[src/rtl/pwm3_pkg.sv]
// Shared constants for the interleaved three-phase PWM generator.
// Assumes nothing beyond a single clock domain.
package pwm3_pkg;
    localparam int NUM_PHASES = 3;
    localparam int MIN_PERIOD = 4;
    localparam int PHASE_DIV  = 3;
endpackage

[src/rtl/pwm3_timebase.sv]
// Master timebase: shadow and active copies of period, duty and dead time,
// the master counter, the wrap flag and the every-second-period strobe.
// Assumes the active period is at least pwm3_pkg::MIN_PERIOD.
module pwm3_timebase #(
    parameter int CNT_W    = 16,
    parameter int DEAD_W   = 8,
    parameter int PER_DEF  = 200,
    parameter int DUTY_DEF = 100,
    parameter int DEAD_DEF = 10
) (
    input  logic              clk,
    input  logic              rst_n,
    input  logic [CNT_W-1:0]  period_in,
    input  logic              period_wr,
    input  logic [CNT_W-1:0]  duty_in,
    input  logic              duty_wr,
    input  logic [DEAD_W-1:0] dead_in,
    input  logic              dead_wr,
    output logic [CNT_W-1:0]  cnt,
    output logic [CNT_W-1:0]  per_act,
    output logic [CNT_W-1:0]  duty_act,
    output logic [DEAD_W-1:0] dead_act,
    output logic              strobe
);
    import pwm3_pkg::*;

    localparam logic [CNT_W-1:0]  PER_MIN = CNT_W'(MIN_PERIOD);
    localparam logic [CNT_W-1:0]  PER_RST = CNT_W'(PER_DEF);
    localparam logic [CNT_W-1:0]  DUT_RST = CNT_W'(DUTY_DEF);
    localparam logic [DEAD_W-1:0] DED_RST = DEAD_W'(DEAD_DEF);

    logic [CNT_W-1:0]  per_sh;
    logic [CNT_W-1:0]  duty_sh;
    logic [DEAD_W-1:0] dead_sh;
    logic [CNT_W-1:0]  per_clamped;
    logic              wrap;
    logic              half;

    // Last count of the active period.
    assign wrap        = (cnt == per_act - CNT_W'(1));
    // Raise too-short periods to the minimum.
    assign per_clamped = (per_sh < PER_MIN) ? PER_MIN : per_sh;

    // Capture writes from the control loop into the shadow registers.
    always_ff @(posedge clk) begin
        if (!rst_n) begin
            per_sh  <= PER_RST;
            duty_sh <= DUT_RST;
            dead_sh <= DED_RST;
        end else begin
            if (period_wr) per_sh  <= period_in;
            if (duty_wr)   duty_sh <= duty_in;
            if (dead_wr)   dead_sh <= dead_in;
        end
    end

    // Advance the master counter; at wrap load the shadows into the active set.
    always_ff @(posedge clk) begin
        if (!rst_n) begin
            cnt      <= '0;
            per_act  <= (PER_RST < PER_MIN) ? PER_MIN : PER_RST;
            duty_act <= DUT_RST;
            dead_act <= DED_RST;
        end else if (wrap) begin
            cnt      <= '0;
            per_act  <= per_clamped;
            duty_act <= duty_sh;
            dead_act <= dead_sh;
        end else begin
            cnt      <= cnt + CNT_W'(1);
        end
    end

    // Pulse the strobe on every second wrap.
    always_ff @(posedge clk) begin
        if (!rst_n) begin
            half   <= 1'b0;
            strobe <= 1'b0;
        end else begin
            strobe <= wrap & half;
            if (wrap) half <= ~half;
        end
    end
endmodule

[src/rtl/pwm3_fault_latch.sv]
// Per-phase overcurrent latch. A fault sets the latch. Clear releases it
// only while the fault input is inactive. The output is the live input
// OR'ed with the latch.
// Assumes fault_in is already synchronous to clk.
module pwm3_fault_latch (
    input  logic clk,
    input  logic rst_n,
    input  logic fault_in,
    input  logic fault_clr,
    output logic fault_act
);
    logic latched;

    // Set on fault, release on clear when the fault is gone.
    always_ff @(posedge clk) begin
        if (!rst_n)         latched <= 1'b0;
        else if (fault_in)  latched <= 1'b1;
        else if (fault_clr) latched <= 1'b0;
    end

    // Block the phase while the fault is present or remembered.
    assign fault_act = fault_in | latched;
endmodule

[src/rtl/pwm3_phase_gen.sv]
// One phase: shifts the master count by an offset, modulo the period.
// Places the high-side window and the low-side window with dead time
// between them, and registers the gated pair.
// Assumes cnt < per and off < per.
module pwm3_phase_gen #(
    parameter int CNT_W  = 16,
    parameter int DEAD_W = 8
) (
    input  logic              clk,
    input  logic              rst_n,
    input  logic [CNT_W-1:0]  cnt,
    input  logic [CNT_W-1:0]  off,
    input  logic [CNT_W-1:0]  per,
    input  logic [CNT_W-1:0]  duty,
    input  logic [DEAD_W-1:0] dead,
    input  logic              fault_act,
    output logic              hs,
    output logic              ls
);
    logic [CNT_W:0]   pc_sum;
    logic [CNT_W-1:0] pc;
    logic [CNT_W:0]   lo_start;
    logic [CNT_W-1:0] dead_ext;
    logic             raw_h;
    logic             raw_l;

    assign dead_ext = CNT_W'(dead);
    assign pc_sum   = {1'b0, cnt} + {1'b0, off};
    assign lo_start = {1'b0, duty} + {1'b0, dead_ext};

    // Fold the shifted count back into the period.
    always_comb begin
        if (pc_sum >= {1'b0, per}) pc = CNT_W'(pc_sum - {1'b0, per});
        else                       pc = pc_sum[CNT_W-1:0];
    end

    // Choose the switch states for this phase position.
    always_comb begin
        if (duty == '0) begin
            raw_h = 1'b0;
            raw_l = 1'b1;
        end else if (duty >= per) begin
            raw_h = 1'b1;
            raw_l = 1'b0;
        end else begin
            raw_h = (pc >= dead_ext) && (pc < duty);
            raw_l = ({1'b0, pc} >= lo_start);
        end
    end

    // Register the pair, forced off while the phase is faulted.
    always_ff @(posedge clk) begin
        if (!rst_n) begin
            hs <= 1'b0;
            ls <= 1'b0;
        end else begin
            hs <= raw_h & ~fault_act;
            ls <= raw_l & ~fault_act;
        end
    end
endmodule

[src/rtl/pwm3_interleave.sv]
// Top of the interleaved three-phase complementary PWM generator.
// Builds the per-phase offsets (k*P/3, rounded down) from the active period
// and instantiates one fault latch and one phase generator per phase.
// Assumes all inputs are synchronous to clk.
module pwm3_interleave #(
    parameter int CNT_W    = 16,
    parameter int DEAD_W   = 8,
    parameter int PER_DEF  = 200,
    parameter int DUTY_DEF = 100,
    parameter int DEAD_DEF = 10
) (
    input  logic              clk,
    input  logic              rst_n,
    input  logic [CNT_W-1:0]  period_in,
    input  logic              period_wr,
    input  logic [CNT_W-1:0]  duty_in,
    input  logic              duty_wr,
    input  logic [DEAD_W-1:0] dead_in,
    input  logic              dead_wr,
    input  logic [2:0]        fault_in,
    input  logic              fault_clr,
    output logic [2:0]        hs_out,
    output logic [2:0]        ls_out,
    output logic              ctl_strobe
);
    import pwm3_pkg::*;

    localparam int PROD_W = CNT_W + 2;

    logic [CNT_W-1:0]  cnt;
    logic [CNT_W-1:0]  per_act;
    logic [CNT_W-1:0]  duty_act;
    logic [DEAD_W-1:0] dead_act;

    pwm3_timebase #(
        .CNT_W(CNT_W), .DEAD_W(DEAD_W), .PER_DEF(PER_DEF),
        .DUTY_DEF(DUTY_DEF), .DEAD_DEF(DEAD_DEF)
    ) u_tb (
        .clk(clk), .rst_n(rst_n),
        .period_in(period_in), .period_wr(period_wr),
        .duty_in(duty_in), .duty_wr(duty_wr),
        .dead_in(dead_in), .dead_wr(dead_wr),
        .cnt(cnt), .per_act(per_act), .duty_act(duty_act),
        .dead_act(dead_act), .strobe(ctl_strobe)
    );

    for (genvar k = 0; k < NUM_PHASES; k++) begin : g_phase
        logic [PROD_W-1:0] prod;
        logic [CNT_W-1:0]  off;
        logic              fact;

        // Offset of phase k: k*P/PHASE_DIV, rounded down.
        assign prod = PROD_W'(k) * {2'b00, per_act};
        assign off  = CNT_W'(prod / PROD_W'(PHASE_DIV));

        pwm3_fault_latch u_flt (
            .clk(clk), .rst_n(rst_n),
            .fault_in(fault_in[k]), .fault_clr(fault_clr),
            .fault_act(fact)
        );

        pwm3_phase_gen #(.CNT_W(CNT_W), .DEAD_W(DEAD_W)) u_gen (
            .clk(clk), .rst_n(rst_n),
            .cnt(cnt), .off(off), .per(per_act),
            .duty(duty_act), .dead(dead_act),
            .fault_act(fact),
            .hs(hs_out[k]), .ls(ls_out[k])
        );
    end
endmodule

[config.mk]
export PLATFORM = sky130hd
export DESIGN_NAME = pwm3_interleave
export DESIGN_NICKNAME = d
export VERILOG_FILES = /design/src/rtl/pwm3_pkg.sv /design/src/rtl/pwm3_timebase.sv /design/src/rtl/pwm3_fault_latch.sv /design/src/rtl/pwm3_phase_gen.sv /design/src/rtl/pwm3_interleave.sv
export SDC_FILE = /design/constraint.sdc
export NUM_CORES = 1
export LEC_CHECK = 0
export BUFFER_PORTS_ARGS = -buffer_cell sky130_fd_sc_hd__buf_4
export CAP_MARGIN = 15
export CORE_UTILIZATION = 40
export CTS_CLUSTER_SIZE = 28
export DETAILED_ROUTE_END_ITERATION = 10
export SKIP_LAST_GASP = 1
export SLEW_MARGIN = 20
export SYNTH_ARGS = -nofsm -noshare
export SYNTH_HDL_FRONTEND = slang
export SYNTH_SLANG_ARGS = --single-unit
export TNS_END_PERCENT = 10
[constraint.sdc]
create_clock -name clk -period 32.8 [get_ports clk]
set_clock_uncertainty 0.15 [all_clocks]
set_input_delay 3.28 -clock clk [delete_from_list [all_inputs] [get_ports clk]]
set_output_delay 3.28 -clock clk [all_outputs]
set_load 0.02 [all_outputs]
# After elaboration in Yosys (flattened, before gate mapping)
# Cells that the tools add are included.
# Widths: inputs -> output; s select.
# totals
reg_bits	107
in_bits	49
out_inout_bits	7
elab_cells	86
# op_classes
n_addsub	8
div_mod_pow	2
magnitude_cmp	14
n_eq_ne	1
muxes	20
n_bitwise	15
n_reduce_logical	8
# op_table
operator	count
$mux 16	4
$ge 16x17->1	3
$ge 16x8->1	3
$lt 16x16->1	3
$sub 16x16->16	3
$add 16x16->17	2
$ge 17x16->1	2
$ge 16x16->1	2
$div 16x2->18 const B	1
$div 17x2->18 const B	1
$add 16x8->17	1
$add 16x1->16 const B	1
$eq 16x16->1	1
$logic_not 16->1	1
$lt 16x3->1 const B	1
$mux 1	16
$sub 16x1->16 const B	1
$and 1x1->1	7
$reduce_bool 2->1	3
$not 1->1	5
$logic_and 1x1->1	3
$or 1x1->1	3
$reduce_or 2->1	1

# Longest topological paths before layout
# depth
ltp_word	9
mapped_depth	95

# Modules after synthesis
# From an unflattened synthesis, not the netlist that was laid out.
# unflattened
hier_cells	2192
hier_area_um2	17246.5
# by_module_without_submodules
mod	n_inst	cells_each	area_per_inst_um2	seq_area_each_um2
pwm3_phase_gen	3	496	3666.0	40.0
pwm3_timebase	1	458	4411.7	1961.9
pwm3_interleave	1	234	1694.1	0.0
pwm3_fault_latch	3	4	47.5	20.0

# Worst setup path before layout
# Ideal clock, no wire load.
# synth_timing
path_type	flip-flop to flip-flop
from	register u_tb.per_act[1]
to	register g_phase[2].u_gen.ls
t_arrival_ns	17.638
setup_slack_ns	14.887
stages_incl_launch_ff	91
period_less_slack_ns	17.913
path_cell_list	dfxtp_1 -> clkbuf_1 -> inv_1 -> ha_1 -> and4b_1 -> clkbuf_1 -> a21o_1 -> o311ai_4 -> and3_1 -> xnor2_1 -> nand4_1 -> a21oi_2 -> inv_2 -> mux2i_4 -> mux2i_1 -> nand2_1 -> o311ai_1 -> a21oi_1 -> [55 not listed] -> a21oi_1 -> ha_1 -> nor2b_1 -> o21a_1 -> o21a_1 -> o21ai_0 -> nand2b_1 -> a21oi_1 -> nor2b_1 -> o21ai_0 -> nand2b_1 -> a21oi_1 -> o21ai_0 -> a21o_1 -> a21oi_1 -> nor2b_1 -> o31ai_1 -> a21oi_1
# synth_via
elab_chain_len	8
# synth_lines
element	line	rtl
start, declared	pwm3_timebase.sv:20	output logic [CNT_W-1:0] per_act,
start signal, assigned	pwm3_timebase.sv:61	per_act <= (PER_RST < PER_MIN) ? PER_MIN : PER_RST;
start signal, assigned	pwm3_timebase.sv:66	per_act <= per_clamped;
$div 17x2->18	pwm3_interleave.sv:54	assign off = CNT_W'(prod / PROD_W'(PHASE_DIV));
$add 16x16->17	pwm3_phase_gen.sv:28	assign pc_sum = {1'b0, cnt} + {1'b0, off};
$sub 16x16->16 or $ge 17x16->1 (tied branches)	pwm3_phase_gen.sv:33	if (pc_sum >= {1'b0, per}) pc = CNT_W'(pc_sum - {1'b0, per});
$mux 16	pwm3_phase_gen.sv:33	
$ge 16x17->1	pwm3_phase_gen.sv:47	raw_l = ({1'b0, pc} >= lo_start);
$mux 1 (*)	pwm3_phase_gen.sv:42	end else if (duty >= per) begin
$mux 1 (*)	pwm3_phase_gen.sv:39	if (duty == '0) begin
$and 1x1->1 (*)	pwm3_phase_gen.sv:58	ls <= raw_l & ~fault_act;
end signal, assigned	pwm3_phase_gen.sv:58	
end, declared	pwm3_phase_gen.sv:18	output logic ls
# Mark *: on every way between the ends. The rest lies on a longest branch, timed or not.
# A chain may end at the register's enable or synchronous reset.

# Worst setup path after layout
# Ends and elaborated chain as after synthesis.

==> impl_metrics.csv <==
group,metric,value,unit
sta,tns,0,ns
drt,first_pass_iters,6,
critical_path,critPathCaptureType,"register",
sta,slew_violations,0,
clocking,cts_tree,"done",
critical_path,worst_path_most_repeated_cell,"a21oi_1",
sta,hold_violations,0,
die,num_rows,74,
global_routing,overflow,0,
global_routing,grt_max_degree,92,
placement,io_buffers,55,
drt,vias_per_cell,6.14,
power_and_ir_drop,leakage,7.83,nW
hold_path,worstHoldStart,"u_tb.dead_sh[1]$_SDFFE_PN1P_",
synth,synth_area,16600,um^2
sta,max_slew_margin,27.7,%
power_and_ir_drop,ir_worst_vdd,0.0286,mV
power_and_ir_drop,p_int,204,uW
clocking,clock_sinks,107,
die,ioPinCount,56,
critical_path,slowest_delay,1.04,ns
critical_path,crit_arrival,22.48,ns
clocking,h-tree-depth,3,
clocking,cts_buffers,9,
synth,synth-main-ff-cell,"dfxtp_1",
critical_path,timing.rr.end,"g_phase[2].u_gen.ls$_SDFF_PN0_",
global_routing,grt_usage,26.4,%
synth,yosysTopAreaCellShare,17.1,%
placement,pre_cts_slack,10.84,ns
drt,wire_per_inst,20.8,um
synth,postSynthAreaPerCell,7.73,um^2
drt,wl,55.8,mm
drt,top_layer,"met5",
finish,synthToLayoutAreaGrowth,6.78,%
finish,drive_above_1_share,8.69,%
drt,dr.first_iter.drc_count,1554,
synth,ys_async_sr_fraction,0,%
drt,final_antenna_net_count,0,
global_routing,grt_pass1_vias,15300,
clocking,cts_root_buffer,"clkbuf_16",
die,start_util,40.6,%
die,dieArea,42200,um^2
hold_path,worstHoldEndpoint,"u_tb.dead_sh[1]$_SDFFE_PN1P_",
hold_path,hold_class,"reg2reg",
placement,gp_congestion,0.987,
synth,ys_ff_latch,107,
clocking,clk_latency,0.37,ns
synth,synth_nets,2426,
power_and_ir_drop,p_clk_share,39.5,%
sta,tightest_slew,1.08,ns
sta,period_minus_slack,22.40,ns
drt,wl_met2,24.3,mm
die,die_h,205,um
clocking,clockBufferDepth,2,
power_and_ir_drop,p_sw_share,28.5,%
run,maxCapViolCount,0,
critical_path,setup.worst_path.start_class,"register",
critical_path,rr_startpoint,"u_tb.per_act[1]$_SDFFE_PN0N_",
synth,synth.area.top_cells,"ha_1 (17%), dfxtp_1 (13%), a21oi_1 (5.0%)",
power_and_ir_drop,seq_power_share,47.7,%
die,core-area,40800,um^2
drt,via_count,16500,
critical_path,critPathMaxFanout,26,
synth,seq_area_frac_synth,12.9,%
clocking,cts_resized,0,
power_and_ir_drop,comb_power_share,12.7,%
sta,setup_viol,0,
synth,synth_edf_count,0,
power_and_ir_drop,p_switching,81.6,uW
hold_path,holdPathStages,2,
critical_path,r2r_cells,82,
sta,finalCritPeriodShare,68.3,%
sta,rsz0062_at_grt,"false",
clocking,post-cts-setup-buffers,0,
placement,place_area,17400,um^2
finish,nFillCells,4094,
global_routing,antenna_found_initial,1,
power_and_ir_drop,powerDensity,16.2,nW/um^2
critical_path,critPathSlowestCell,"nor2_1",
finish,fin_area,17700,um^2
die,die_x,205,um
finish,diodes,0,
synth,synth_cells,2144,
synth,synth_cell_types,112,
global_routing,grt_pass1_wl,87.7,mm
synth,yosys_warnings,0,
critical_path,crit_type,"reg2reg",
synth,synthTopCellsByCount,"ha_1 (227), a21oi_1 (166), nand2_1 (150)",
critical_path,cp.required,32.88,ns
critical_path,reg2reg_slack,10.40,ns
clocking,cts.clk_slew.worst_paths,0.08,ns
sta,setup_slack,10.40,ns
run_status,status,"finished clean",
clocking,cts-hold-fix-buffers,0,
drt,wl_met3,3.83,mm
synth,synth.most_common_cell,"ha_1",
drt,route.detailed.drc,0,
finish,nNetsFinal,2428,
sta,fmax,44.6,MHz
synth,synth_area_leader_cell,"ha_1",
drt,wl_met1,26.6,mm
placement,hpwl,45.2,mm
## power by group through the flow
stage	registers [mW]	logic, mW	clock network [mW]
floorplan	0.138	0.0249	0
global placement	0.139	0.0350	0
detailed placement	0.140	0.0361	0
CTS	0.137	0.0365	0.115
global route	0.137	0.0410	0.120
finish	0.137	0.0364	0.113
## cell families after synthesis
group,count (synthesis),share of synthesized area [%]
flops,107,12.9
xor+xnor,135,7.14
simple gates,755,25.5
buf+inv,190,4.64
fa+ha+maj,233,17.9
compound gates,619,25.1
mux,105,6.81
## how the worst max path moves through the flow
stage / depth (start not counted) / endpoint / startpoint
6_report: 82 / g_phase[2].u_gen.ls$_SDFF_PN0_ / u_tb.per_act[1]$_SDFFE_PN0N_
5_1_grt: 82 / g_phase[2].u_gen.ls$_SDFF_PN0_ / u_tb.per_act[1]$_SDFFE_PN0N_
4_1_cts: 82 / g_phase[2].u_gen.ls$_SDFF_PN0_ / u_tb.per_act[1]$_SDFFE_PN0N_
3_5_place_dp: 82 / g_phase[2].u_gen.ls$_SDFF_PN0_ / u_tb.per_act[1]$_SDFFE_PN0N_
3_3_place_gp: 82 / g_phase[2].u_gen.ls$_SDFF_PN0_ / u_tb.per_act[1]$_SDFFE_PN0N_
2_1_floorplan: 90 / g_phase[2].u_gen.ls$_SDFF_PN0_ / u_tb.per_act[1]$_SDFFE_PN0N_
## layout make-up
type | count | area, um^2 | share of cell area [%]
multi-input combinational | 1847 | 13700 | 77.3
inverter | 114 | 428 | 2.42
clock inverter | 6 | 55.1 | 0.311
sequential | 107 | 2140 | 12.1
tap | 532 | 666 | 3.76
clock buffer | 10 | 229 | 1.29
timing repair buffer | 67 | 503 | 2.84
## placed cells by master (no fill, tap or decap), drive strengths merged, types with 6 or more instances in the layout
cell type  count
or3           18
dfxtp        107
nor2         117
o31a           6
o211a          9
o21a          16
a21oi        172
o21bai        22
ha           227
o21ai        144
or2           18
a211o         12
nand2        150
and3          28
o211ai        35
nor3          51
a21o          52
nor2b        102
a31oi         18
or4            9
a211oi        20
mux2          18
nand2b        57
a221oi         6
inv          113
o22ai          7
a21boi        11
xnor2         87
clkinv         7
nor4          36
nand3         58
clkbuf        10
xor2          48
fa             6
buf           67
o31ai         28
mux2i         87
nand4         51
and2          32
## worst max-delay path, delay by kind of cell, from the launching register on
| family | cells | cell delay (ns) |
|---|---|---|
| buffers and inverters | 3 | 0.63 |
| flip-flops | 1 | 0.76 |
| AO/OA/AOI/OAI | 40 | 8.86 |
| AND/OR/NAND/NOR | 27 | 7.80 |
| multiplexers | 6 | 2.33 |
| XOR/XNOR | 1 | 0.19 |
| adder cells (fa/ha/maj) | 5 | 1.48 |
## through the flow
stage | hold WS, ns | util, % | cells | power [mW]
after floorplan | 0.277 | - | 2144 | 0.163
after global placement | 0.313 | 42.6 | 2667 | 0.174
after detailed placement | 0.317 | 42.6 | 2667 | 0.176
after CTS | 0.339 | 43.3 | 2683 | 0.288
after global routing | 0.372 | 43.3 | 2683 | 0.299
final | 0.342 | 43.3 | 2683 | 0.286
## layer usage
metal	track usage, %	vias up
li1	-	7948
met2	41.4	658
met4	6.24	2
met3	3.14	73
met1	38.0	7789
met5	0	-
## registers in the layout (all words and copies together) (netlist names)
signal and flops:
u_tb.half 1, u_tb.per_sh 16, u_tb.dead_act 8, u_tb.dead_sh 8, g_phase.u_flt.latched 3, u_tb.strobe 1
g_phase.u_gen.hs 3, u_tb.cnt 16, u_tb.per_act 16, g_phase.u_gen.ls 3, u_tb.duty_sh 16, u_tb.duty_act 16
Power figures use the tool's default switching activity.
